--- src/rtl/mss_pkg.sv ---
package mss_pkg;
  typedef enum logic [2:0] {
    ST_PWRON    = 3'd0,
    ST_ISD      = 3'd1,
    ST_COAST    = 3'd2,
    ST_BRAKE    = 3'd3,
    ST_OPEN_FWD = 3'd4,
    ST_CLOSED   = 3'd5,
    ST_REV_CL   = 3'd6,
    ST_REV_OL   = 3'd7
  } mss_state_e;

  localparam int unsigned NUM_ST = 8;

  localparam logic [1:0] GATE_NONE = 2'b00;
  localparam logic [1:0] GATE_OFF  = 2'b01;
  localparam logic [1:0] GATE_LOW  = 2'b10;

  localparam logic [2:0] MODE_HOLD   = 3'd0;
  localparam logic [2:0] MODE_OL_FWD = 3'd1;
  localparam logic [2:0] MODE_CL_FWD = 3'd2;
  localparam logic [2:0] MODE_REV_CL = 3'd3;
  localparam logic [2:0] MODE_REV_OL = 3'd4;
  localparam logic [2:0] MODE_DETECT = 3'd5;
endpackage

--- src/rtl/mss_timer.sv ---
module mss_timer #(
  parameter int unsigned TIME_W = 16
) (
  input  logic              clk_i,
  input  logic              rst_ni,
  input  logic              load_i,
  input  logic [TIME_W-1:0] val_i,
  input  logic              run_i,
  output logic              zero_o
);
  logic [TIME_W-1:0] cnt_q;

  always_ff @(posedge clk_i or negedge rst_ni) begin
    if (!rst_ni)                   cnt_q <= '0;
    else if (load_i)               cnt_q <= val_i;
    else if (run_i && cnt_q != '0) cnt_q <= cnt_q - 1'b1;
  end

  assign zero_o = (cnt_q == '0);
endmodule

--- src/rtl/mss_next.sv ---
module mss_next
  import mss_pkg::*;
#(
  parameter int unsigned SPD_W  = 16,
  parameter int unsigned TIME_W = 16
) (
  input  mss_state_e        state_i,
  input  logic              restart_i,
  input  logic              isd_en_i,
  input  logic              resync_en_i,
  input  logic              rvs_en_i,
  input  logic              coast_en_i,
  input  logic              brake_en_i,
  input  logic              boot_ok_i,
  input  logic              spin_rev_i,
  input  logic [SPD_W-1:0]  bemf_i,
  input  logic [SPD_W-1:0]  stat_thr_i,
  input  logic [SPD_W-1:0]  speed_i,
  input  logic [SPD_W-1:0]  resync_thr_i,
  input  logic [SPD_W-1:0]  handoff_thr_i,
  input  logic [TIME_W-1:0] coast_time_i,
  input  logic [TIME_W-1:0] brake_time_i,
  input  logic              tmr_zero_i,
  output mss_state_e        nxt_o,
  output logic              load_o,
  output logic [TIME_W-1:0] load_val_o
);
  mss_state_e brake_tgt, coast_tgt, fwd_tgt, rev_tgt;
  logic fast_fwd, fast_rev;

  always_comb begin
    fast_fwd  = speed_i > resync_thr_i;
    fast_rev  = speed_i > handoff_thr_i;
    brake_tgt = brake_en_i  ? ST_BRAKE : ST_OPEN_FWD;
    coast_tgt = coast_en_i  ? ST_COAST : brake_tgt;
    fwd_tgt   = resync_en_i ? (fast_fwd ? ST_CLOSED : ST_OPEN_FWD) : coast_tgt;
    rev_tgt   = rvs_en_i    ? (fast_rev ? ST_REV_CL : ST_REV_OL)   : coast_tgt;

    nxt_o = state_i;
    unique case (state_i)
      ST_PWRON: begin
        if (!isd_en_i)     nxt_o = brake_tgt;
        else if (boot_ok_i) nxt_o = ST_ISD;
      end
      ST_ISD: begin
        if (bemf_i < stat_thr_i) nxt_o = brake_tgt;
        else if (spin_rev_i)     nxt_o = rev_tgt;
        else                     nxt_o = fwd_tgt;
      end
      ST_COAST:    if (tmr_zero_i) nxt_o = brake_tgt;
      ST_BRAKE:    if (tmr_zero_i) nxt_o = ST_OPEN_FWD;
      ST_OPEN_FWD: if (!spin_rev_i && fast_fwd) nxt_o = ST_CLOSED;
      ST_CLOSED:   nxt_o = ST_CLOSED;
      ST_REV_CL:   if (!(spin_rev_i && fast_rev)) nxt_o = ST_REV_OL;
      ST_REV_OL:   if (!spin_rev_i) nxt_o = ST_OPEN_FWD;
      default:     nxt_o = ST_PWRON;
    endcase
    if (restart_i) nxt_o = ST_PWRON;

    load_o     = (nxt_o != state_i) && (nxt_o == ST_COAST || nxt_o == ST_BRAKE);
    load_val_o = (nxt_o == ST_COAST) ? coast_time_i : brake_time_i;
  end
endmodule

--- src/rtl/mss_out.sv ---
module mss_out
  import mss_pkg::*;
(
  input  mss_state_e        state_i,
  output logic [NUM_ST-1:0] phase_o,
  output logic [1:0]        gate_o,
  output logic [2:0]        mode_o
);
  for (genvar i = 0; i < NUM_ST; i++) begin : g_phase
    assign phase_o[i] = (state_i == mss_state_e'(i));
  end

  always_comb begin
    gate_o = GATE_NONE;
    mode_o = MODE_HOLD;
    unique case (state_i)
      ST_COAST:    gate_o = GATE_OFF;
      ST_BRAKE:    gate_o = GATE_LOW;
      ST_ISD:      mode_o = MODE_DETECT;
      ST_OPEN_FWD: mode_o = MODE_OL_FWD;
      ST_CLOSED:   mode_o = MODE_CL_FWD;
      ST_REV_CL:   mode_o = MODE_REV_CL;
      ST_REV_OL:   mode_o = MODE_REV_OL;
      default:     ;
    endcase
  end
endmodule

--- src/rtl/mss_seq.sv ---
module mss_seq
  import mss_pkg::*;
#(
  parameter int unsigned SPD_W  = 16,
  parameter int unsigned TIME_W = 16
) (
  input  logic              clk_i,
  input  logic              rst_ni,
  input  logic              wake_i,
  input  logic              isd_en_i,
  input  logic              resync_en_i,
  input  logic              rvs_en_i,
  input  logic              coast_en_i,
  input  logic              brake_en_i,
  input  logic              dir_mode_i,
  input  logic              dir_chg_i,
  input  logic              boot_ok_i,
  input  logic              spin_rev_i,
  input  logic [SPD_W-1:0]  bemf_i,
  input  logic [SPD_W-1:0]  stat_thr_i,
  input  logic [SPD_W-1:0]  speed_i,
  input  logic [SPD_W-1:0]  resync_thr_i,
  input  logic [SPD_W-1:0]  handoff_thr_i,
  input  logic [TIME_W-1:0] coast_time_i,
  input  logic [TIME_W-1:0] brake_time_i,
  output logic [NUM_ST-1:0] phase_o,
  output logic [1:0]        gate_o,
  output logic [2:0]        mode_o
);
  mss_state_e        state_q, state_d;
  logic              restart, tmr_load, tmr_zero, tmr_run;
  logic [TIME_W-1:0] tmr_val;

  assign restart = wake_i || (dir_chg_i && !dir_mode_i);
  assign tmr_run = (state_q == ST_COAST) || (state_q == ST_BRAKE);

  always_ff @(posedge clk_i or negedge rst_ni) begin
    if (!rst_ni) state_q <= ST_PWRON;
    else         state_q <= state_d;
  end

  mss_next #(.SPD_W(SPD_W), .TIME_W(TIME_W)) u_next (
    .state_i      (state_q),
    .restart_i    (restart),
    .isd_en_i     (isd_en_i),
    .resync_en_i  (resync_en_i),
    .rvs_en_i     (rvs_en_i),
    .coast_en_i   (coast_en_i),
    .brake_en_i   (brake_en_i),
    .boot_ok_i    (boot_ok_i),
    .spin_rev_i   (spin_rev_i),
    .bemf_i       (bemf_i),
    .stat_thr_i   (stat_thr_i),
    .speed_i      (speed_i),
    .resync_thr_i (resync_thr_i),
    .handoff_thr_i(handoff_thr_i),
    .coast_time_i (coast_time_i),
    .brake_time_i (brake_time_i),
    .tmr_zero_i   (tmr_zero),
    .nxt_o        (state_d),
    .load_o       (tmr_load),
    .load_val_o   (tmr_val)
  );

  mss_timer #(.TIME_W(TIME_W)) u_timer (
    .clk_i (clk_i),
    .rst_ni(rst_ni),
    .load_i(tmr_load),
    .val_i (tmr_val),
    .run_i (tmr_run),
    .zero_o(tmr_zero)
  );

  mss_out u_out (
    .state_i(state_q),
    .phase_o(phase_o),
    .gate_o (gate_o),
    .mode_o (mode_o)
  );
endmodule

--- config.mk ---
export PLATFORM = sky130hd
export DESIGN_NAME = mss_seq
export DESIGN_NICKNAME = d
export VERILOG_FILES = /design/src/rtl/mss_pkg.sv /design/src/rtl/mss_timer.sv /design/src/rtl/mss_next.sv /design/src/rtl/mss_out.sv /design/src/rtl/mss_seq.sv
export SDC_FILE = /design/constraint.sdc
export NUM_CORES = 1
export LEC_CHECK = 0
export ABC_AREA = 1
export ABC_CLOCK_PERIOD_IN_PS = 5740
export BUFFER_PORTS_ARGS = -buffer_cell sky130_fd_sc_hd__buf_2
export CORE_ASPECT_RATIO = 2
export CORE_MARGIN = 2
export CORE_UTILIZATION = 55
export CTS_CLUSTER_SIZE = 10
export DETAILED_ROUTE_END_ITERATION = 10
export GPL_TIMING_DRIVEN = 0
export PLACE_DENSITY = 0.89
export SYNTH_ARGS = -nofsm -noshare
export SYNTH_HDL_FRONTEND = slang
export SYNTH_HIERARCHICAL = 1
export SYNTH_SLANG_ARGS = --single-unit
--- constraint.sdc ---
create_clock -name clk_i -period 5.74 [get_ports clk_i]
set_input_delay 1.435 -clock clk_i [delete_from_list [all_inputs] [get_ports clk_i]]
set_output_delay 1.435 -clock clk_i [all_outputs]
set_load 0.1 [all_outputs]
* Word-level counts from Yosys, hierarchy flattened
Index checks and enable logic that the tools add are counted.
** Storage, ports and cells
- Flip-flop bits (word level) :: 19
- Latch bits :: 0
- Memory bits (writable) :: 0
- Bits in read-only memories :: 0
- Input port bits :: 124
- Output and inout bits :: 13
- Logic and storage cells :: 52
- Memories kept :: 0
** Operators by class
- $add $sub $neg :: 1
- Multipliers :: 0
- Div/mod/pow operators :: 0
- Magnitude comparators :: 3
- Equal/unequal tests :: 10
- Shift operators :: 0
- Multiplexer cells :: 22
- Bitwise operators :: 0
- Reduce and logical (&&, ||, !) cells :: 14
** Operators with widths (number)
- $mux W16 :: 3
- $mux W3 :: 14
- $gt A16 B16 Y1 :: 2
- $pmux W3 S8 :: 1
- $logic_not A16 Y1 :: 1
- $lt A16 B16 Y1 :: 1
- $reduce_bool A16 Y1 :: 1
- $sub A16 B1 Y16 const B :: 1
- $pmux W3 S5 :: 1
- $eq A3 B2 Y1 const B :: 4
- $eq A3 B3 Y1 const B :: 4
- $logic_and A1 B1 Y1 :: 5
- $pmux W2 S2 :: 1
- $eq A3 B1 Y1 const B :: 1
- $logic_not A3 Y1 :: 1
- $logic_or A1 B1 Y1 :: 3
- $ne A3 B3 Y1 :: 1
- $logic_not A1 Y1 :: 2
- $mux W1 :: 2
- $reduce_bool A2 Y1 :: 1

* Logic depth before layout (Yosys ltp)
Gate-level depths: netlist (run 1).
- Depth in word-level cells :: 11
- Gate-level depth with buffers :: 28
- Gate-level depth less buffers :: 26

* By module
Netlist (run 1), hierarchy kept.
** By module, submodules not included
- mss_next :: instances 1, cells each 334, area each 1950.6 sq um, sequential area each 0.0 sq um
- mss_timer :: instances 1, cells each 181, area each 1337.5 sq um, sequential area each 400.4 sq um
- mss_out :: instances 1, cells each 23, area each 108.9 sq um, sequential area each 0.0 sq um
- mss_seq :: instances 1, cells each 9, area each 100.1 sq um, sequential area each 75.1 sq um

* Worst setup path after synthesis (run 1)
No wires, ideal clock.
- Path kind :: reg-to-output
- From :: register state_q[2]
- To :: output phase_o[2]
- Data arrival time :: 3.277 ns
- Required time :: 4.305 ns
- Slack :: 1.028 ns
- Stages on the path, launching flop included :: 4
- Path buffers :: 2
- Cell sequence :: dfrtp_1 -> buf_6 -> nor3_1 -> buf_4
** Between the ends
- Word-level cells in the longest chain between the ends :: 1
** RTL lines
- start, declared :: line mss_seq.sv:30 : mss_state_e state_q, state_d;
- start signal, assigned :: line mss_seq.sv:39 : else state_q <= state_d;
- $eq A3 B2 Y1 :: line mss_out.sv:10 : assign phase_o[i] = (state_i == mss_state_e'(i));
- end, declared :: line mss_seq.sv:26 : output logic [NUM_ST-1:0] phase_o,
Every way passes these cells.

* Worst setup path after layout (run 1)
- From :: register u_timer.cnt_q[0]
- To :: register u_timer.cnt_q[15]
** Between the ends
- Word-level cells in the longest chain between the ends :: 8
- Elaborated cells between the ends (all ways) :: 17
- Classes of those cells :: add/sub (1); eq/ne (3); mux (7); reduce/logical (6)
** RTL lines
- start, declared :: line mss_timer.sv:11 : logic [TIME_W-1:0] cnt_q;
- start signal, assigned :: line mss_timer.sv:15 : else if (load_i) cnt_q <= val_i;
- start signal, assigned :: line mss_timer.sv:16 : else if (run_i && cnt_q != '0) cnt_q <= cnt_q - 1'b1;
- $logic_not A16 Y1 (*) :: line mss_timer.sv:19 : assign zero_o = (cnt_q == '0);
- named net tmr_zero :: line mss_seq.sv:31 : logic restart, tmr_load, tmr_zero, tmr_run;
- $mux W3 (on tied branches) :: line mss_next.sv:51, mss_next.sv:50
- $pmux W3 S8 (*) :: line mss_next.sv:40 : unique case (state_i)
- $mux W3 (*) :: line mss_next.sv:58 : if (restart_i) nxt_o = ST_PWRON;
- $eq A3 B2 Y1 :: line mss_next.sv:60 : load_o = (nxt_o != state_i) && (nxt_o == ST_COAST || nxt_o == ST_BRAKE);
- $logic_or A1 B1 Y1 :: line mss_next.sv:60
- $logic_and A1 B1 Y1 (*) :: line mss_next.sv:60
- named net tmr_load :: line mss_seq.sv:31
- $mux W16 / $reduce_bool A2 Y1 (equally long branches)
The timed path passes the listed nets; every way through them passes the cells marked *. The select of a mux whose other input is x is not followed.
A chain may end at the register's enable or synchronous reset.

==> results of run 1 <==
-- cells by family (layout without fill, tap and decap cells) --
family | Yosys count | count (layout) | synth area share
AOI/OAI and AO/OA | 55 | 55 | 0.0891
and+or+nand+nor | 313 | 313 | 0.457
adders and majority gates | 48 | 48 | 0.172
DFF | 19 | 19 | 0.136
xor gates and xnor gates | 4 | 4 | 0.0122
buffers and inverters | 108 | 248 | 0.135
-- worst reg2reg max path: cells and delay by family (launching register included) --
kind / cells / cell delay (ps)
adder cells (fa/ha/maj): 1 / 260
AND/OR/NAND/NOR: 15 / 2040
flip-flops: 1 / 390
buffers and inverters: 7 / 1270
-- per-stage QoR --
stage | hold WS (ps) | std cells | total power, W | instance area (um^2)
5_1_grt | 551 | 773 | 0.00161 | 4370
4_1_cts | 543 | 773 | 0.00148 | 4370
3_5_place_dp | 530 | 769 | 0.00132 | 4290
3_3_place_gp | 515 | 769 | 0.00129 | 4290
2_1_floorplan | 501 | 547 | 0.00111 | 3500
6_report | 537 | 773 | 0.00148 | 4370
-- final cells by class --
type	instances	area, um^2
multi-input combinational	420	2550
fill	541	1840
timing repair buffer	136	681
sequential	19	475
inverter	97	364
tap	86	108
buffer	11	106
clock buffer	3	75.1
clock inverter	1	5.00
-- cells in the final DEF (no fill, tap or decap), types with 3 or more instances in the layout --
cell / count
ha_1: 48
nand2_4: 5
o21ai_0: 13
nor2_2: 10
inv_1: 92
nand2_2: 16
or2_2: 4
dfrtp_1: 19
nand3_1: 44
clkbuf_16: 3
nor2_4: 4
nand2_1: 156
a21oi_1: 28
buf_2: 138
o21ai_1: 4
nand4_1: 5
nor2_1: 30
nand3_2: 17
buf_4: 3
nor3_1: 11
inv_2: 5
-- Yosys cell counts, drive strengths merged --
cell	count
nand2	179
inv	97
nand3	61
ha	48
nor2	45
a21oi	31
dfrtp	19
o21ai	17
nor3	13
buf	9
nand4	5
or2	4
nor4	3
a21o	2
clkbuf	2
nand3b	2
o21a	2
xnor2	2
xor2	2
a211oi	1
and2	1
o21bai	1
o31ai	1
-- power breakdown --
group	switching [W]	internal (W)
Sequential	0.0000955	0.000192
Combinational	0.000691	0.000353
Clock	0.0000545	0.0000936
Total	0.000841	0.000638
-- layer usage --
layer  track usage  vias up  part of all wire
met2         0.470      134              0.51
met4        0.0578        0             0.011
met5             0        -                 0
met3        0.0176       10             0.060
li1              -     2025                 -
met1         0.297     1695              0.42
-- worst max path at each step --
| stage | startpoint | end | slack [ps] | cells after the start |
|---|---|---|---|---|
| 2_1_floorplan | state_q[2]$_DFF_PN0_ | phase_o[2] | 1030 | 3 |
| 3_3_place_gp | bemf_i[7] | u_timer/cnt_q[15]$_DFFE_PN0P_ | 1530 | 21 |
| 3_5_place_dp | bemf_i[9] | u_timer/cnt_q[15]$_DFFE_PN0P_ | 1490 | 20 |
| 4_1_cts | bemf_i[5] | u_timer/cnt_q[15]$_DFFE_PN0P_ | 1740 | 21 |
| 5_1_grt | u_timer/cnt_q[0]$_DFFE_PN0P_ | u_timer/cnt_q[15]$_DFFE_PN0P_ | 1290 | 23 |
| 6_report | u_timer/cnt_q[0]$_DFFE_PN0P_ | u_timer/cnt_q[15]$_DFFE_PN0P_ | 1700 | 23 |
-- flip-flops by register name (all words and copies together), names as in the netlist --
signal	count
u_timer/cnt_q	16
state_q	3
==> results.cfg, run 1 <==
[yosys]
seq_area_frac_synth = 0.136
syn-num-nets = 719
yosysWarnings = 6
synth.area.top_cells = ha_1 (17%), nand2_1 (17%), dfrtp_1 (14%)
synth_cell_type_count = 41
syn_area_per_cell_um2 = 6.39
ys_seq_elements = 19
synth_cells = 547
synth.cell_area_um2 = 3500
synth.largest_area_cell = ha_1
yosysTopAreaCellShare = 0.172

[pwr]
powerDensity_nw_per_um2 = 339
power_leakage_nw = 2.67
ir_drop_uv = 240

[global_routing]
first_global_vias = 3589
grt_pass1_wl_um = 14200
grt.total_usage = 0.250
grt_overflow = 0
antenna_found_initial = 0
grt_max_degree = 20

[critical_path]
crit_family = simple AND/OR/NAND/NOR gates
r2r_slack_ps = 1700
reg2reg_depth = 23
worstReg2RegEnd = u_timer/cnt_q[15]$_DFFE_PN0P_
cpMostUsedCell = nand2_1
max_stage_delay_ps = 440
critPathLaunchType = register
cp-end-kind = register
path_cells = inv_1, ha_1, inv_1, nor2_2, nand3_2, nor2_2, nand2_1, nor4_2, inv_1, nor4_2, nor4_1, nand2_2, nand2_4, nor2_8, buf_6, nand2_1, nor2_1, buf_2, clkbuf_1, nand2_1, nand2_1, inv_1, nand2_1
crit_buf_inv = 7
worstPathArrival_ps = 4230
critical_path_class = reg2reg
crit_slowest_cell = clkbuf_1
critPathMaxFanout = 10
worstReg2RegStart = u_timer/cnt_q[0]$_DFFE_PN0P_
required_ps = 5930

[timing]
finalHoldViolCount = 0
period_minus_slack_ps = 4040
final_max_slew_viol_count = 0
setup_viol_count_final = 0
rsz0062_at_grt = false
fmax_ghz = 0.248
fin_skew_ps = 5.07
fin_crit_sh = 0.703
max_slew_margin = 0.654
tightestPinTransition_ps = 519
layout_setup_ws_ps = 1700
finalSetupTns_ps = 0

[route]
drc_errors = 0
drt_iter0_drc = 196
routed_wl_um = 8360
wl_per_cell_um = 10.8
viasPerCell = 5.00
ant_nets = 0
routed-via-count = 3864
dr.pass1.iters = 4

[layout]
num_antenna_cells = 0
layout-drive-gt1-share = 0.323
utilization = 0.703
final_nets = 860
area_growth_syn_to_layout_pct = 24.8

[clock_network]
post_cts_buffers = 0
cts-root-buf = clkbuf_16
clkLatencyLatePin_ps = 260
numCtsBuffers = 3
cts_tree = yes
htreeDepth = 1
holdBufCountCts = 0
clk_pin_slew_ps = 60
cts.sinks = 19
cts.repair.resized = 0
clockBufferDepth = 2

[worst_hold_path]
holdCritStartpoint = u_timer/cnt_q[0]$_DFFE_PN0P_
worstHoldEndpoint = u_timer/cnt_q[0]$_DFFE_PN0P_
hold_depth = 2
hp-class = reg2reg

[die]
io-pin-count = 137
die_h_um = 117
fp.dieW_um = 60.4
coreArea_um2 = 6210
initial_utilization = 0.563
die_area_um2 = 7050
num_rows = 41

[place]
post-place-ws_ps = 1490
place_congestion = 0.897
io_buffers = 136
dp_hpwl_um = 7050

[run_status]
status = finished, final reports clean

[flow_run]
drv_cap = 0
Power figures use the tool's default switching activity.
==> run 2, diff against run 1 <==
--- a/config.mk
+++ b/config.mk
@@ -5,16 +5,16 @@
 export SDC_FILE = /design/constraint.sdc
 export NUM_CORES = 1
 export LEC_CHECK = 0
-export ABC_AREA = 1
-export ABC_CLOCK_PERIOD_IN_PS = 5740
+export ABC_AREA = 0
+export ABC_CLOCK_PERIOD_IN_PS = 3800
 export BUFFER_PORTS_ARGS = -buffer_cell sky130_fd_sc_hd__buf_2
 export CORE_ASPECT_RATIO = 2
 export CORE_MARGIN = 2
-export CORE_UTILIZATION = 55
+export CORE_UTILIZATION = 49
 export CTS_CLUSTER_SIZE = 10
 export DETAILED_ROUTE_END_ITERATION = 10
 export GPL_TIMING_DRIVEN = 0
-export PLACE_DENSITY = 0.89
+export PLACE_DENSITY = 0.82
 export SYNTH_ARGS = -nofsm -noshare
 export SYNTH_HDL_FRONTEND = slang
 export SYNTH_HIERARCHICAL = 1
==> constraint.sdc (replaced) <==
create_clock -name clk_i -period 3.8 [get_ports clk_i]
set_input_delay 0.95 -clock clk_i [delete_from_list [all_inputs] [get_ports clk_i]]
set_output_delay 0.95 -clock clk_i [all_outputs]
set_load 0.1 [all_outputs]
==> run 2 against run 1 <==
Net effect: the run now ends with setup timing left; routed wire length grew 15%; combinational power is essentially flat; largest power group unchanged; critical path depth shrank 9; synthesized cell count shrank 28%; critical endpoint is now u_timer/cnt_q[13]$_DFFE_PN0P_; first-iteration DRC count shrank 4.1%; fmax grew 6.0%; largest cell class unchanged.
==> results.cfg, run 2 <==
[clock_network]
cts-root-buf = clkbuf_16
clockBufferDepth = 2
numCtsBuffers = 3
clkLatencyLatePin_ps = 250
htreeDepth = 1
cts.sinks = 19
clk_pin_slew_ps = 50
cts_tree = yes
holdBufCountCts = 0

[critical_path]
critPathMaxFanout = 8
critPathLaunchType = register
worstPathArrival_ps = 3940
path_cells = or4_4, buf_6, nor4_4, and2_4, inv_4, a21oi_2, a311oi_1, a31oi_1, o311ai_1, a211o_2, a21oi_4, buf_12, mux2_4, a221o_1
crit_slowest_cell = or4_4
cp-end-kind = register
critical_path_class = reg2reg
required_ps = 3930
max_stage_delay_ps = 540

[layout]
final_nets = 726
layout-drive-gt1-share = 0.436
num_antenna_cells = 0
regMostFlops = u_timer/cnt_q
largest_reg_flops = 16
final_common_cell = buf_2
top_regs = u_timer/cnt_q: 16 flops, state_q: 3 flops
layout_common_cells = buf_2 (139), inv_1 (52), ha_1 (45)
area_growth_syn_to_layout_pct = 39.2

[timing]
finalSetupTns_ps = -8.48
fin_skew_ps = 1.28
max_slew_margin = 0.551
finalHoldViolCount = 0
period_minus_slack_ps = 3810
fin_crit_sh = 1.00
setup_viol_count_final = 1
final_max_slew_viol_count = 0
tightestPinTransition_ps = 657
rsz0062_at_grt = true
layout_setup_ws_ps = -8.48
fmax_ghz = 0.263

[yosys]
synth_most_common_cell = inv_1
yosysWarnings = 6
synth_fa_ha_area_frac = 0.191
async_reset_ff_frac = 1.00
synth.cell_area_um2 = 3140
synth_cell_type_count = 69
synth_compound_area_frac = 0.206
seq_area_frac_synth = 0.151
synth_flop_cell = dfrtp_1
synth_cells = 392
synth.area.top_cells = ha_1 (19%), dfrtp_1 (15%), inv_1 (6.5%)
synth_edf_count = 0
synth_common_cells = inv_1 (54), ha_1 (48), nor2_1 (25), a21oi_1 (22), nand2_1 (22)
synth.largest_area_cell = ha_1
synth_top_family_by_area = simple AND/OR/NAND/NOR gates
synthMuxAreaShare = 0.0777
synth-xor-area-share = 0.00279
yosysTopAreaCellShare = 0.191
syn-num-nets = 564
ys_seq_elements = 19
syn_area_per_cell_um2 = 8.01
synth_simple_gate_area_frac = 0.267

[die]
io-pin-count = 137
initial_utilization = 0.502
fp.dieW_um = 60.6
num_rows = 41
die_area_um2 = 7100
die_h_um = 117
coreArea_um2 = 6260

[route]
wl_per_cell_um = 15.0
drc_errors = 0
routed-via-count = 3675
viasPerCell = 5.75
dr.pass1.iters = 4
drt_iter0_drc = 188
ant_nets = 0
routed_wl_um = 9580

[global_routing]
first_global_vias = 3531
grt_pass1_wl_um = 14400
antenna_found_initial = 0
grt_max_degree = 20
grt.total_usage = 0.261
grt_overflow = 0

[pwr]
power_leakage_nw = 2.22
finalPower_w = 0.00166
ir_drop_uv = 160
powerDensity_nw_per_um2 = 380

[place]
io_buffers = 136
post-place-ws_ps = -617
dp_hpwl_um = 7480
place_congestion = 0.950

[run_status]
status = complete, but fails checks
violations = setup timing

[flow_run]
drv_cap = 0

[worst_hold_path]
hp-class = reg2reg
-- run 2: cell types whose count changed after synthesis, moves of 7 or more --
cell / delta
nand2_1: -134
or3_1: +7
nor2_2: -9
nand3_2: -17
a31oi_1: +10
nand3_1: -35
clkbuf_1: +8
mux2_4: +11
nand2_2: -16
or4_1: +9
inv_1: -38
mux2_2: +7
-- run 2: critical path: cells and delay by family, from the launching register on --
family	cells	cell delay, ps
mux	1	300
compound gates	7	1500
buf+inv	3	360
simple gates	3	1140
flops	1	390
-- run 2: final timing paths --
kind | slack, ps | depth (start not counted) | from | endpoint
setup / recovery | -8 | 14 | u_timer/cnt_q[9]$_DFFE_PN0P_ | u_timer/cnt_q[13]$_DFFE_PN0P_
hold / removal | 610 | 2 | u_timer/cnt_q[8]$_DFFE_PN0P_ | u_timer/cnt_q[8]$_DFFE_PN0P_
setup reg to reg | -8 | 14 | u_timer/cnt_q[9]$_DFFE_PN0P_ | u_timer/cnt_q[13]$_DFFE_PN0P_
hold reg to reg | 610 | 2 | u_timer/cnt_q[8]$_DFFE_PN0P_ | u_timer/cnt_q[8]$_DFFE_PN0P_
max in group asynchronous | 2840 | 1 | rst_ni | u_timer/cnt_q[7]$_DFFE_PN0P_
min in group asynchronous | 630 | 1 | rst_ni | u_timer/cnt_q[10]$_DFFE_PN0P_
-- run 2: cell type report --
type	count	area [um^2]
repair buffers	157	842
inverters	54	205
flip-flops and latches	19	477
plain buffers	19	159
fillers	536	1890
clock buffers	4	78.8
multi-input cells	300	2500
well taps	86	108
-- run 2: kinds of logic (layout without fill, tap and decap cells) --
kind of cell	after synthesis	in the layout
AOI/OAI and AO/OA	93	93
xor gates and xnor gates	1	1
adders and majority gates	48	48
buffers and inverters	73	234
DFF	19	19
muxes	18	18
and+or+nand+nor	140	140
-- run 2: repair_timing --
| item | 4_1_cts | 5_1_grt |
|---|---|---|
| gates resized for setup | 16 | 33 |
| buffers inserted | 5 | 16 |
| setup endpoints to repair | 16 | 16 |
| pin swaps | 4 | 15 |
-- run 2: stage by stage --
stage / utilization / area [um^2] / hold slack, ps / cells
after global placement: 0.629 / 3940 / 554 / 614
after floorplan: - / 3150 / 519 / 392
after CTS: 0.659 / 4120 / 577 / 623
after detailed placement: 0.629 / 3940 / 561 / 614
after global routing: 0.698 / 4370 / 641 / 639
final: 0.698 / 4370 / 609 / 639
-- run 2: per-layer routing --
layer  wire length (um)  part of all wire  up-vias  GRT usage
met3                425             0.044       50     0.0341
met4                552             0.058        0      0.174
met2               5570              0.58      166      0.513
met5                  0                 0        -          0
met1               3040              0.32     1691      0.225
li1                   -                 -     1768          -
-- run 2: where the power goes --
| group | switching [W] | leakage (nW) | internal [W] | total (W) |
|---|---|---|---|---|
| registers | 0.000115 | 0.221 | 0.000290 | 0.000405 |
| clock network | 0.0000760 | 0.0382 | 0.000143 | 0.000219 |
| logic | 0.000583 | 1.96 | 0.000452 | 0.00103 |
| total | 0.000774 | 2.22 | 0.000885 | 0.00166 |
